$ cat src/rtl/fad_pkg.sv
package fad_pkg;
  localparam int PTR_W    = 64;  // flat pointer width
  localparam int VA_W     = 48;  // compressed virtual address width
  localparam int GRAN_W   = 16;  // aperture granule (64 KB)
  localparam int WIN_W    = 32;  // 64-bit mode shared/private window span
  localparam int NAR_W    = 32;  // narrow pointer width
  localparam int HOLE_LSB = VA_W - 1;
  localparam int N_APE    = 4;

  typedef enum logic [1:0] {
    MD_GVM64 = 2'd0,
    MD_HSA64 = 2'd1,
    MD_HSA32 = 2'd2
  } mode_e;

  typedef enum logic [2:0] {
    RG_DFLT = 3'd0,
    RG_GVM  = 3'd1,
    RG_APE1 = 3'd2,
    RG_SHR  = 3'd3,
    RG_PRV  = 3'd4,
    RG_HOLE = 3'd5
  } region_e;

  typedef enum logic [1:0] {
    RT_GLOBAL  = 2'd0,
    RT_SHARED  = 2'd1,
    RT_PRIVATE = 2'd2
  } route_e;

  typedef struct packed {
    logic [PTR_W-1:0]        gv_lo;
    logic [PTR_W-1:0]        gv_hi;
    logic [PTR_W-1:0]        a1_lo;
    logic [PTR_W-1:0]        a1_hi;
    logic [PTR_W-WIN_W-1:0]  sh_w64;
    logic [NAR_W-GRAN_W-1:0] sh_w32;
    logic [PTR_W-WIN_W-1:0]  pv_w64;
    logic [NAR_W-GRAN_W-1:0] pv_w32;
  } apcfg_t;
endpackage

$ cat src/rtl/fad_cfg_regs.sv
module fad_cfg_regs
  import fad_pkg::*;
(
  input  logic                    clk,
  input  logic                    rst_n,
  input  logic                    we,
  input  logic [2:0]              waddr,
  input  logic [PTR_W-1:GRAN_W]   wdata,
  output apcfg_t                  cfg,
  output logic                    cfg_err
);
  localparam int RW = PTR_W - GRAN_W;

  logic [RW-1:0] gv_b, gv_l, a1_b, a1_l, sh_r, pv_r;

  always_ff @(posedge clk) begin
    if (!rst_n) begin
      gv_b <= '1;
      gv_l <= '0;
      a1_b <= '1;
      a1_l <= '0;
      sh_r <= '0;
      pv_r <= '0;
    end else if (we) begin
      case (waddr)
        3'd0: gv_b <= wdata;
        3'd1: gv_l <= wdata;
        3'd2: a1_b <= wdata;
        3'd3: a1_l <= wdata;
        3'd4: sh_r <= wdata;
        3'd5: pv_r <= wdata;
        default: ;
      endcase
    end
  end

  always_comb begin
    cfg.gv_lo  = {gv_b, {GRAN_W{1'b0}}};
    cfg.gv_hi  = {gv_l, {GRAN_W{1'b1}}};
    cfg.a1_lo  = {a1_b, {GRAN_W{1'b0}}};
    cfg.a1_hi  = {a1_l, {GRAN_W{1'b1}}};
    cfg.sh_w64 = sh_r[RW-1:WIN_W-GRAN_W];
    cfg.sh_w32 = sh_r[NAR_W-GRAN_W-1:0];
    cfg.pv_w64 = pv_r[RW-1:WIN_W-GRAN_W];
    cfg.pv_w32 = pv_r[NAR_W-GRAN_W-1:0];
  end

  // Window table used for the overlap scan: 0 shared, 1 private, 2 VM, 3 spare
  logic [PTR_W-1:0] w_lo [N_APE];
  logic [PTR_W-1:0] w_hi [N_APE];
  logic             w_en [N_APE];

  always_comb begin
    w_lo[0] = {cfg.sh_w64, {WIN_W{1'b0}}};
    w_hi[0] = {cfg.sh_w64, {WIN_W{1'b1}}};
    w_en[0] = |cfg.sh_w64;
    w_lo[1] = {cfg.pv_w64, {WIN_W{1'b0}}};
    w_hi[1] = {cfg.pv_w64, {WIN_W{1'b1}}};
    w_en[1] = |cfg.pv_w64;
    w_lo[2] = cfg.gv_lo;
    w_hi[2] = cfg.gv_hi;
    w_en[2] = cfg.gv_lo <= cfg.gv_hi;
    w_lo[3] = cfg.a1_lo;
    w_hi[3] = cfg.a1_hi;
    w_en[3] = cfg.a1_lo <= cfg.a1_hi;
  end

  logic overlap;
  always_comb begin
    overlap = 1'b0;
    for (int i = 0; i < N_APE; i++) begin
      for (int j = i + 1; j < N_APE; j++) begin
        if (w_en[i] && w_en[j] && (w_lo[i] <= w_hi[j]) && (w_lo[j] <= w_hi[i]))
          overlap = 1'b1;
      end
    end
  end

  always_ff @(posedge clk) begin
    if (!rst_n) cfg_err <= 1'b0;
    else        cfg_err <= cfg_err | overlap;
  end

  AST_ERR_STICKY: assert property (@(posedge clk) disable iff (!rst_n)
    cfg_err |=> cfg_err);

  AST_SPARE_ADDR_INERT: assert property (@(posedge clk) disable iff (!rst_n)
    (we && waddr > 3'd5) |=> $stable(cfg));
endmodule

$ cat src/rtl/fad_region.sv
module fad_region
  import fad_pkg::*;
(
  input  mode_e            mode,
  input  logic [PTR_W-1:0] addr,
  input  apcfg_t           cfg,
  output region_e          rg
);
  logic                  narrow;
  logic [PTR_W-1:0]      ax;
  logic [PTR_W-1:HOLE_LSB] top;
  logic                  in_hole, sh_hit, pv_hit, gv_hit, a1_hit;

  always_comb begin
    narrow = (mode == MD_HSA32);
    ax     = narrow ? {{(PTR_W-NAR_W){1'b0}}, addr[NAR_W-1:0]} : addr;
    top    = addr[PTR_W-1:HOLE_LSB];
    in_hole = !narrow && !((&top) || !(|top));
    if (narrow) begin
      sh_hit = (|cfg.sh_w32) && (ax[NAR_W-1:GRAN_W] == cfg.sh_w32);
      pv_hit = (|cfg.pv_w32) && (ax[NAR_W-1:GRAN_W] == cfg.pv_w32);
    end else begin
      sh_hit = (|cfg.sh_w64) && (ax[PTR_W-1:WIN_W] == cfg.sh_w64);
      pv_hit = (|cfg.pv_w64) && (ax[PTR_W-1:WIN_W] == cfg.pv_w64);
    end
    gv_hit = (ax >= cfg.gv_lo) && (ax <= cfg.gv_hi);
    a1_hit = !narrow && (ax >= cfg.a1_lo) && (ax <= cfg.a1_hi);

    if (sh_hit)       rg = RG_SHR;
    else if (pv_hit)  rg = RG_PRV;
    else if (in_hole) rg = RG_HOLE;
    else if (gv_hit)  rg = RG_GVM;
    else if (a1_hit)  rg = RG_APE1;
    else              rg = RG_DFLT;
  end
endmodule

$ cat src/rtl/flat_aperture_decoder.sv
module flat_aperture_decoder
  import fad_pkg::*;
#(
  parameter int OFS_W      = 4,
  parameter int MT_W       = 3,
  parameter int MTYPE_DFLT = 0,
  parameter int MTYPE_ALT  = 5
) (
  input  logic                  clk,
  input  logic                  rst_n,
  input  logic                  cfg_we,
  input  logic [2:0]            cfg_addr,
  input  logic [PTR_W-1:GRAN_W] cfg_wdata,
  output logic                  cfg_err,
  input  logic                  req_valid,
  output logic                  req_ready,
  input  logic [PTR_W-1:0]      req_ptr,
  input  logic [OFS_W-1:0]      req_last_ofs,
  input  logic                  req_compute,
  input  logic                  req_data_atc,
  input  logic                  req_ptr32,
  output logic                  rsp_valid,
  input  logic                  rsp_ready,
  output logic [1:0]            rsp_route,
  output logic                  rsp_atc,
  output logic [VA_W-1:0]       rsp_vaddr,
  output logic [MT_W-1:0]       rsp_mtype,
  output logic                  rsp_viol
);
  localparam int NPROBE = 2;  // first byte, last byte

  apcfg_t cfg;

  fad_cfg_regs u_cfg (
    .clk     (clk),
    .rst_n   (rst_n),
    .we      (cfg_we),
    .waddr   (cfg_addr),
    .wdata   (cfg_wdata),
    .cfg     (cfg),
    .cfg_err (cfg_err)
  );

  mode_e mode;
  always_comb begin
    if (!req_compute || !req_data_atc) mode = MD_GVM64;
    else if (req_ptr32)                mode = MD_HSA32;
    else                               mode = MD_HSA64;
  end

  logic [PTR_W-1:0] probe [NPROBE];
  region_e          rg    [NPROBE];

  assign probe[0] = req_ptr;
  assign probe[1] = req_ptr + PTR_W'(req_last_ofs);

  for (genvar k = 0; k < NPROBE; k++) begin : g_probe
    fad_region u_rg (
      .mode (mode),
      .addr (probe[k]),
      .cfg  (cfg),
      .rg   (rg[k])
    );
  end

  logic            narrow, dflt_atc;
  logic [VA_W-1:0] px, base, va_n;
  logic [VA_W-1:0] sh_eff, pv_eff;
  route_e          route_n;
  logic            atc_n, viol_n;
  logic [MT_W-1:0] mt_n;

  always_comb begin
    narrow   = (mode == MD_HSA32);
    dflt_atc = (mode != MD_GVM64);
    px       = narrow ? {{(VA_W-NAR_W){1'b0}}, req_ptr[NAR_W-1:0]} : req_ptr[VA_W-1:0];
    sh_eff   = narrow ? {{(VA_W-NAR_W){1'b0}}, cfg.sh_w32, {GRAN_W{1'b0}}}
                      : {cfg.sh_w64[VA_W-WIN_W-1:0], {WIN_W{1'b0}}};
    pv_eff   = narrow ? {{(VA_W-NAR_W){1'b0}}, cfg.pv_w32, {GRAN_W{1'b0}}}
                      : {cfg.pv_w64[VA_W-WIN_W-1:0], {WIN_W{1'b0}}};
    route_n  = RT_GLOBAL;
    atc_n    = dflt_atc;
    base     = '0;
    mt_n     = MT_W'(MTYPE_DFLT);
    case (rg[0])
      RG_GVM: begin
        atc_n = 1'b0;
        base  = cfg.gv_lo[VA_W-1:0];
      end
      RG_APE1: mt_n = MT_W'(MTYPE_ALT);
      RG_SHR: begin
        route_n = RT_SHARED;
        atc_n   = 1'b0;
        base    = sh_eff;
      end
      RG_PRV: begin
        route_n = RT_PRIVATE;
        atc_n   = 1'b0;
        base    = pv_eff;
      end
      default: ;
    endcase
    va_n   = px - base;
    viol_n = (rg[0] == RG_HOLE) || (rg[0] != rg[1]);
  end

  logic accept;
  assign req_ready = !rsp_valid || rsp_ready;
  assign accept    = req_valid && req_ready;

  always_ff @(posedge clk) begin
    if (!rst_n) begin
      rsp_valid <= 1'b0;
      rsp_route <= '0;
      rsp_atc   <= 1'b0;
      rsp_vaddr <= '0;
      rsp_mtype <= '0;
      rsp_viol  <= 1'b0;
    end else begin
      if (accept) begin
        rsp_valid <= 1'b1;
        rsp_route <= route_n;
        rsp_atc   <= atc_n;
        rsp_vaddr <= va_n;
        rsp_mtype <= mt_n;
        rsp_viol  <= viol_n;
      end else if (rsp_ready) begin
        rsp_valid <= 1'b0;
      end
    end
  end

  AST_STALL_HOLDS: assert property (@(posedge clk) disable iff (!rst_n)
    (rsp_valid && !rsp_ready) |=> (rsp_valid && $stable(rsp_route) && $stable(rsp_atc)
      && $stable(rsp_vaddr) && $stable(rsp_mtype) && $stable(rsp_viol)));

  AST_DRAW_NO_ATC: assert property (@(posedge clk) disable iff (!rst_n)
    (accept && !req_compute) |=> !rsp_atc);

  AST_NARROW_DFLT_MTYPE: assert property (@(posedge clk) disable iff (!rst_n)
    (accept && req_compute && req_data_atc && req_ptr32) |=> (rsp_mtype == MT_W'(MTYPE_DFLT)));

  AST_HOLE_FLAGGED: assert property (@(posedge clk) disable iff (!rst_n)
    (accept && !(req_compute && req_data_atc && req_ptr32)
      && !((&req_ptr[PTR_W-1:HOLE_LSB]) || !(|req_ptr[PTR_W-1:HOLE_LSB])))
      |=> (rsp_viol || rsp_route != 2'd0));

  AST_LOCAL_NO_ATC: assert property (@(posedge clk) disable iff (!rst_n)
    (rsp_valid && rsp_route != 2'd0) |-> !rsp_atc);
endmodule

$ cat config.mk
export PLATFORM = sky130hd
export DESIGN_NAME = flat_aperture_decoder
export DESIGN_NICKNAME = d
export VERILOG_FILES = /design/src/rtl/fad_pkg.sv /design/src/rtl/fad_cfg_regs.sv /design/src/rtl/fad_region.sv /design/src/rtl/flat_aperture_decoder.sv
export SDC_FILE = /design/constraint.sdc
export NUM_CORES = 2
export LEC_CHECK = 0
export BUFFER_PORTS_ARGS = -buffer_cell sky130_fd_sc_hd__buf_4
export CAP_MARGIN = 10
export CORE_MARGIN = 4
export CORE_UTILIZATION = 35
export CTS_BUF_LIST = sky130_fd_sc_hd__clkbuf_4
export DETAILED_ROUTE_END_ITERATION = 7
export GPL_ROUTABILITY_DRIVEN = 0
export HOLD_SLACK_MARGIN = 0.05
export PLACE_DENSITY = 0.58
export REMOVE_ABC_BUFFERS = 1
export SYNTH_ARGS = -nofsm -noshare
export SYNTH_HDL_FRONTEND = slang
export SYNTH_SLANG_ARGS = --single-unit
$ cat constraint.sdc
create_clock -name clk -period 15.56 [get_ports clk]
set_clock_uncertainty 0.05 [all_clocks]
set_input_delay 0.778 -clock clk [delete_from_list [all_inputs] [get_ports clk]]
set_output_delay 0.778 -clock clk [all_outputs]
set_load 0.005 [all_outputs]
* After elaboration in Yosys (flattened, before gate mapping)
Index checks and enable logic that the tools add are counted.
** Storage, ports and cells
- Bits in registers :: 345
- Bits in latches :: 0
- Memory bits (writable) :: 0
- Memory bits (read-only) :: 0
- Bits of input ports :: 127
- Output and inout port bits :: 58
- Logic and storage cells :: 157
- Memories kept :: 0
** Cells by class
- Add/sub/neg operators :: 2
- Multipliers :: 0
- Divide/modulo/power cells :: 0
- Magnitude comparators :: 22
- Equal/unequal tests :: 20
- Shift operators :: 0
- Muxes and demuxes :: 33
- Bitwise gates (word level) :: 1
- Reduce and logical (&&, ||, !) cells :: 66
** Operators with widths (number)
- <= comparator 64 bit :: 18
- >= comparator 64 bit :: 4
- two-way mux 48 bit :: 3
- case mux 48 bit (3 select lines) :: 1
- == test 32 bit :: 4
- two-way mux 64 bit :: 2
- adder 64 x 4 -> 64 bit :: 1
- == test 16 bit :: 4
- OR reduction 32 bit :: 2
- subtractor 48 bit :: 1
- logical AND 1 bit :: 35
- AND reduction 17 bit :: 2
- OR reduction 17 bit :: 2
- OR reduction 16 bit :: 2
- two-way mux 3 bit :: 9
- two-way mux 1 bit :: 13
- == test 3 x 2 -> 1 bit (second input constant) :: 4
- == test 3 bit (second input constant) :: 4
- AND reduction 2 bit :: 6
- logical NOT 1 bit :: 8
- two-way mux 2 bit :: 4
- == test 3 x 1 -> 1 bit (second input constant) :: 2
- logical OR 1 bit :: 5
- case mux 2 bit (2 select lines) :: 1
- 6 further kinds :: 7

* Depth between registers and ports, before layout
- Depth after elaboration :: 16
- Gate-level depth with buffers :: 38
- Depth with buffers taken out :: 31

* Hierarchy
A second synthesis with hierarchy kept.
** Second synthesis, totals
- Cell total of the unflattened synthesis :: 6071
- Area total of the unflattened synthesis :: 45412.3 um^2
** By module, submodules not included
- fad_cfg_regs :: times used 1, cells an instance 2707, area each 21898.5 um^2
- fad_region at g_probe[1].u_rg :: times used 1, cells an instance 1231, area each 8516.9 um^2
- fad_region at g_probe[0].u_rg :: times used 1, cells an instance 1225, area each 8450.6 um^2
- flat_aperture_decoder :: times used 1, cells an instance 908, area each 6546.3 um^2

* Worst setup path after synthesis
No wires, ideal clock.
- Kind :: input -> register
- Start point :: input port req_data_atc
- End point :: register rsp_vaddr[46]
- Setup time :: 0.070 ns
- Arrival time :: 7.950 ns
- Data required time :: 15.440 ns
- Slack :: 7.490 ns
- Stages :: 36
- Path through :: and3_1 clkbuf_1 buf_2 buf_1 buf_2 buf_2 clkbuf_1 buf_1 buf_1 nor2_1 ha_1 nand4_1 nor4_1 o2111a_1 a2bb2oi_1 a311o_1 o211ai_1 and3b_1 nor2_1 nand2_1 nor2_1 clkbuf_1 a222oi_1 fa_1 a21o_1 a21oi_1 nor3_1 o21ai_0 a2111oi_0 nor3_1 nor2_1 a211o_1 a211oi_1 xnor2_1 nand2_1 a21oi_1
** Between the ends
- Word-level cells in the longest chain between the ends :: 16
- Elaborated cells between the ends (all ways) :: 33
- Those cells by class :: add/sub: 1; order compare: 4; eq/ne: 6; mux: 13; reduce/logical: 9
** Ends and longest elaborated chain
- start, declared :: RTL line flat_aperture_decoder.sv:20 : input logic req_data_atc,
- logical NOT 1 bit * :: RTL line flat_aperture_decoder.sv:46 : if (!req_compute || !req_data_atc) mode = MD_GVM64;
- logical OR 1 bit * :: RTL line flat_aperture_decoder.sv:46
- two-way mux 2 bit * :: RTL line flat_aperture_decoder.sv:46
- == test 2 bit * :: RTL line fad_region.sv:15, flat_aperture_decoder.sv:74
- two-way mux 64 bit :: RTL line fad_region.sv:16 : ax = narrow ? {{(PTR_W-NAR_W){1'b0}}, addr[NAR_W-1:0]} : addr;
- >= comparator 64 bit :: RTL line fad_region.sv:27 : a1_hit = !narrow && (ax >= cfg.a1_lo) && (ax <= cfg.a1_hi);
- logical AND 1 bit (2 in series) :: RTL line fad_region.sv:27
- two-way mux 2 bit :: RTL line fad_region.sv:33 : else if (a1_hit) rg = RG_APE1;
- two-way mux 3 bit :: RTL line fad_region.sv:32 : else if (gv_hit) rg = RG_GVM;
- two-way mux 3 bit :: RTL line fad_region.sv:31 : else if (in_hole) rg = RG_HOLE;
- two-way mux 3 bit :: RTL line fad_region.sv:30 : else if (pv_hit) rg = RG_PRV;
- two-way mux 3 bit :: RTL line fad_region.sv:29 : if (sh_hit) rg = RG_SHR;
- == test 3 bit (tied with other cells) :: RTL line flat_aperture_decoder.sv:85 : case (rg[0])
- case mux 48 bit (3 select lines) :: RTL line flat_aperture_decoder.sv:85
- subtractor 48 bit * :: RTL line flat_aperture_decoder.sv:103 : va_n = px - base;
- end signal, assigned :: RTL line flat_aperture_decoder.sv:124 : rsp_vaddr <= va_n;
- end, declared :: RTL line flat_aperture_decoder.sv:26 : output logic [VA_W-1:0] rsp_vaddr,
Every way passes the cells marked *; elsewhere a longest branch is shown, timed or not.
A chain may end at the register's enable or synchronous reset.

* Final worst setup path
Same ends and word-level chain as after synthesis.

==> run summary <==
CP Class: in2reg
# port buffers: 183
Clock Latency Late Sink: 1.05 ns
Leak: 18.9 nW
Max-Cap Viols: 0
DP HPWL: 149000 um
IO Pins: 185
Final TNS setup: 0 ns
initial antenna violation count: 16
Post-Syn Instances: 5075
die area: 119000 um2
EDFF count, synth: 0
CP startpoint: req_data_atc
worst r2r dst: rsp_vaddr[46]
H-tree lvl count: 3
Post-synth ARST share: 0
GRT Total Usage: 0.309
initial cell density of the core: 0.353
cell-internal power: 1.66 mW
# nets final: 6316
die width: 345 um
first-pass GRT wire length: 272000 um
Critical Path End Type: flop
Bufs on Longest Clock Path: 3
Max transition margin: 0.0821
unrepaired setup endpoints after global routing: false
crit path launch type: input port
crit share post-route: 0.524
Slew Limit Fails: 0
slowest CP cell: nor4_1
DR WL/cell: 27.8 um
library cells used by synthesis: 92
Initial DRT Pass Iterations: 8
CP max stage delay: 1.00 ns
Synth Register Bits: 343
fmax: 123 MHz
flop2flop setup slack: 7.54 ns
worst hold start: req_ptr[3]
largest net degree at the start of global routing: 99
Finish-stage setup viols: 0
maximum VDD drop: 0.0494 mV
Die Y: 345 um
Required @ worst endpoint: 16.38 ns
CTS buffer count: 104
Seq pwr share: 0.354
largest cells by area after synthesis: ha_1, dfxtp_1, nand2_1
Tightest Hold Check Type: in2reg
CTS Sinks: 343
post-synth top area share: 0.287
prevailing post-synth register cell: dfxtp_1
Post-Syn Area per Cell: 7.82 um2
last element of the critical path: rsp_vaddr[46]
Worst Reg-to-Reg Cells: 28
DRC Markers: 62
Setup Buffers After CTS: 0
CTS tree: built
Clock transition at path regs: 0.07 ns
final wirelength: 191000 um
Final Util: 0.396
outcome: finished, violations left
clock power share: 0.332
Final Critical Period: 8.16 ns
CTS root buffer: clkbuf_4
Psw: 1.03 mW
Slew @ Worst Pin: 1.34 ns
Pwr per Cell Area: 60.2 nW/um2
number of global-route vias before repair: 39500
Worst Path Max Fanout: 50
Layout area overhead: 12.4%
antenna viol nets, final: 0
Ys Warns: 0
DR iter-0 viols: 5304
crit path DAT: 8.98 ns
largest area contributor in the netlist: ha_1
DR vias/cell: 6.20
Logic pwr share: 0.313
gr ovfl total: 0
launch point of the worst reg-to-reg path: u_cfg.gv_b[44]
routed vias: 42500
post-synthesis sequential area ratio: 0.173
final hold vios: 0
failing checks: DRC
Sw Share: 0.383
Site Rows: 123
Core Box Area: 112000 um2
share of layout cells above drive strength 1: 0.0878
Post-Syn Area: 39700 um2
==> routing by layer <==
metal,GRT usage,vias to the layer above,routed length (um)
met3,0.0992,729,22000
met5,0,-,80
met2,0.460,2581,78300
li1,-,19300,-
met1,0.390,20000,76100
met4,0.183,10,14200
==> logic make-up after synthesis <==
group           count (synthesis)  synth area share
other cells                     1         0.0000945
compound gates               1399             0.228
flops                         343             0.173
simple gates                 1665             0.208
mux                            12           0.00309
fa+ha+maj                     911             0.288
xor+xnor                      200            0.0464
buf+inv                       544            0.0535
==> power by group through the flow <==
stage | sequential (mW) | combinational [mW] | clock [mW]
floorplan | 0.956 | 0.466 | 0
CTS | 0.950 | 0.815 | 0.917
global placement | 0.969 | 0.783 | 0
global route | 0.954 | 0.909 | 0.959
detailed placement | 0.970 | 0.795 | 0
finish | 0.952 | 0.842 | 0.893
==> how the worst min path moves through the flow <==
| stage | slack, ns | cells past startpoint | to |
|---|---|---|---|
| final | 0.11 | 3 | rsp_vaddr[3] |
| after global routing | 0.07 | 3 | rsp_vaddr[3] |
| after CTS | 0.05 | 3 | rsp_vaddr[3] |
| after detailed placement | 0.40 | 2 | u_cfg.a1_l[4] |
| after global placement | 0.39 | 2 | u_cfg.gv_l[40] |
| after floorplan | 0.39 | 2 | u_cfg.a1_l[0] |
==> registers in the layout, summed over array words and instances, names as in the netlist, 2 cells and up <==
register / count
rsp_route: 2
rsp_vaddr: 48
u_cfg.a1_b: 48
u_cfg.a1_l: 48
u_cfg.gv_b: 48
u_cfg.gv_l: 48
u_cfg.pv_r: 48
u_cfg.sh_r: 48
==> cells in the final DEF, fill, tap and decap left out, types with 27 or more instances in the layout <==
| cell type | instances |
|---|---|
| nor4_1 | 77 |
| dlygate4sd3_1 | 64 |
| a2111oi_0 | 34 |
| and4_1 | 41 |
| nor2_1 | 202 |
| nor2b_1 | 61 |
| and3_1 | 27 |
| clkinv_1 | 29 |
| a31oi_1 | 33 |
| dfxtp_1 | 343 |
| nor3_1 | 85 |
| inv_1 | 319 |
| nand2b_1 | 40 |
| a21oi_1 | 497 |
| buf_4 | 256 |
| a211oi_1 | 49 |
| o211ai_1 | 123 |
| nand4_1 | 187 |
| nand3_1 | 90 |
| xnor2_1 | 123 |
| nand2_1 | 708 |
| ha_1 | 909 |
| clkbuf_4 | 141 |
| o21a_1 | 36 |
| o21ai_0 | 202 |
| or3_1 | 27 |
| xor2_1 | 69 |
| a21o_1 | 188 |
==> critical path, delay by kind of cell <==
family	cells	cell delay, ns
buffers and inverters	4	0.68
adders and majority gates	3	0.92
xor gates and xnor gates	1	0.15
and+or+nand+nor	13	4.06
AOI/OAI and AO/OA	9	2.32
==> timing repair <==
action	4_1_cts	5_1_grt
endpoints found under the hold margin	294	0
gates resized for setup	0	0
hold buffers	64	0
==> layout make-up <==
cell class	instances	area, um2
Multi-Input combinational cell	4188	30800
Clock buffer	141	1060
Sequential cell	343	6870
Antenna cell	11	27.5
Clock inverter	40	208
Fill cell	11700	67900
Timing Repair Buffer	321	2570
Inverter	320	1210
Tap cell	1500	1880
==> cell usage after synthesis, drive strengths merged (9+ instances only) <==
master and n:
ha 909, nand2 710, a21oi 498, dfxtp 343, inv 320, nor2 207, o21ai 203, nand4 192
a21o 188, clkbuf 169, xnor2 124, o211ai 123, nand3 93, nor3 90, nor4 85, xor2 71
nor2b 61, buf 55, a211oi 49, and4 41, nand2b 40, a2111oi 36, o21a 36, a31oi 33
and3 28, or3 28, and2 26, a211o 21, a22o 19, a221oi 17, a222oi 16, o2111ai 15
o22ai 15, o31ai 15, or4 15, o32ai 12, a41oi 11, o21bai 11, mux2i 10, o221ai 10
a221o 9
==> metrics by stage <==
| stage | setup slack [ns] | power [mW] | area (um2) | hold WS, ns | std cells |
|---|---|---|---|---|---|
| 3_5_place_dp | 6.76 | 1.76 | 42700 | 0.396 | 6607 |
| 4_1_cts | 7.74 | 2.68 | 44600 | 0.0546 | 6852 |
| 3_3_place_gp | 6.78 | 1.75 | 42700 | 0.391 | 6607 |
| 2_1_floorplan | 6.08 | 1.42 | 38800 | 0.386 | 4851 |
| 6_report | 7.40 | 2.69 | 44600 | 0.107 | 6864 |
| 5_1_grt | 7.04 | 2.82 | 44600 | 0.0730 | 6861 |
(Power assumes the default switching activity.)
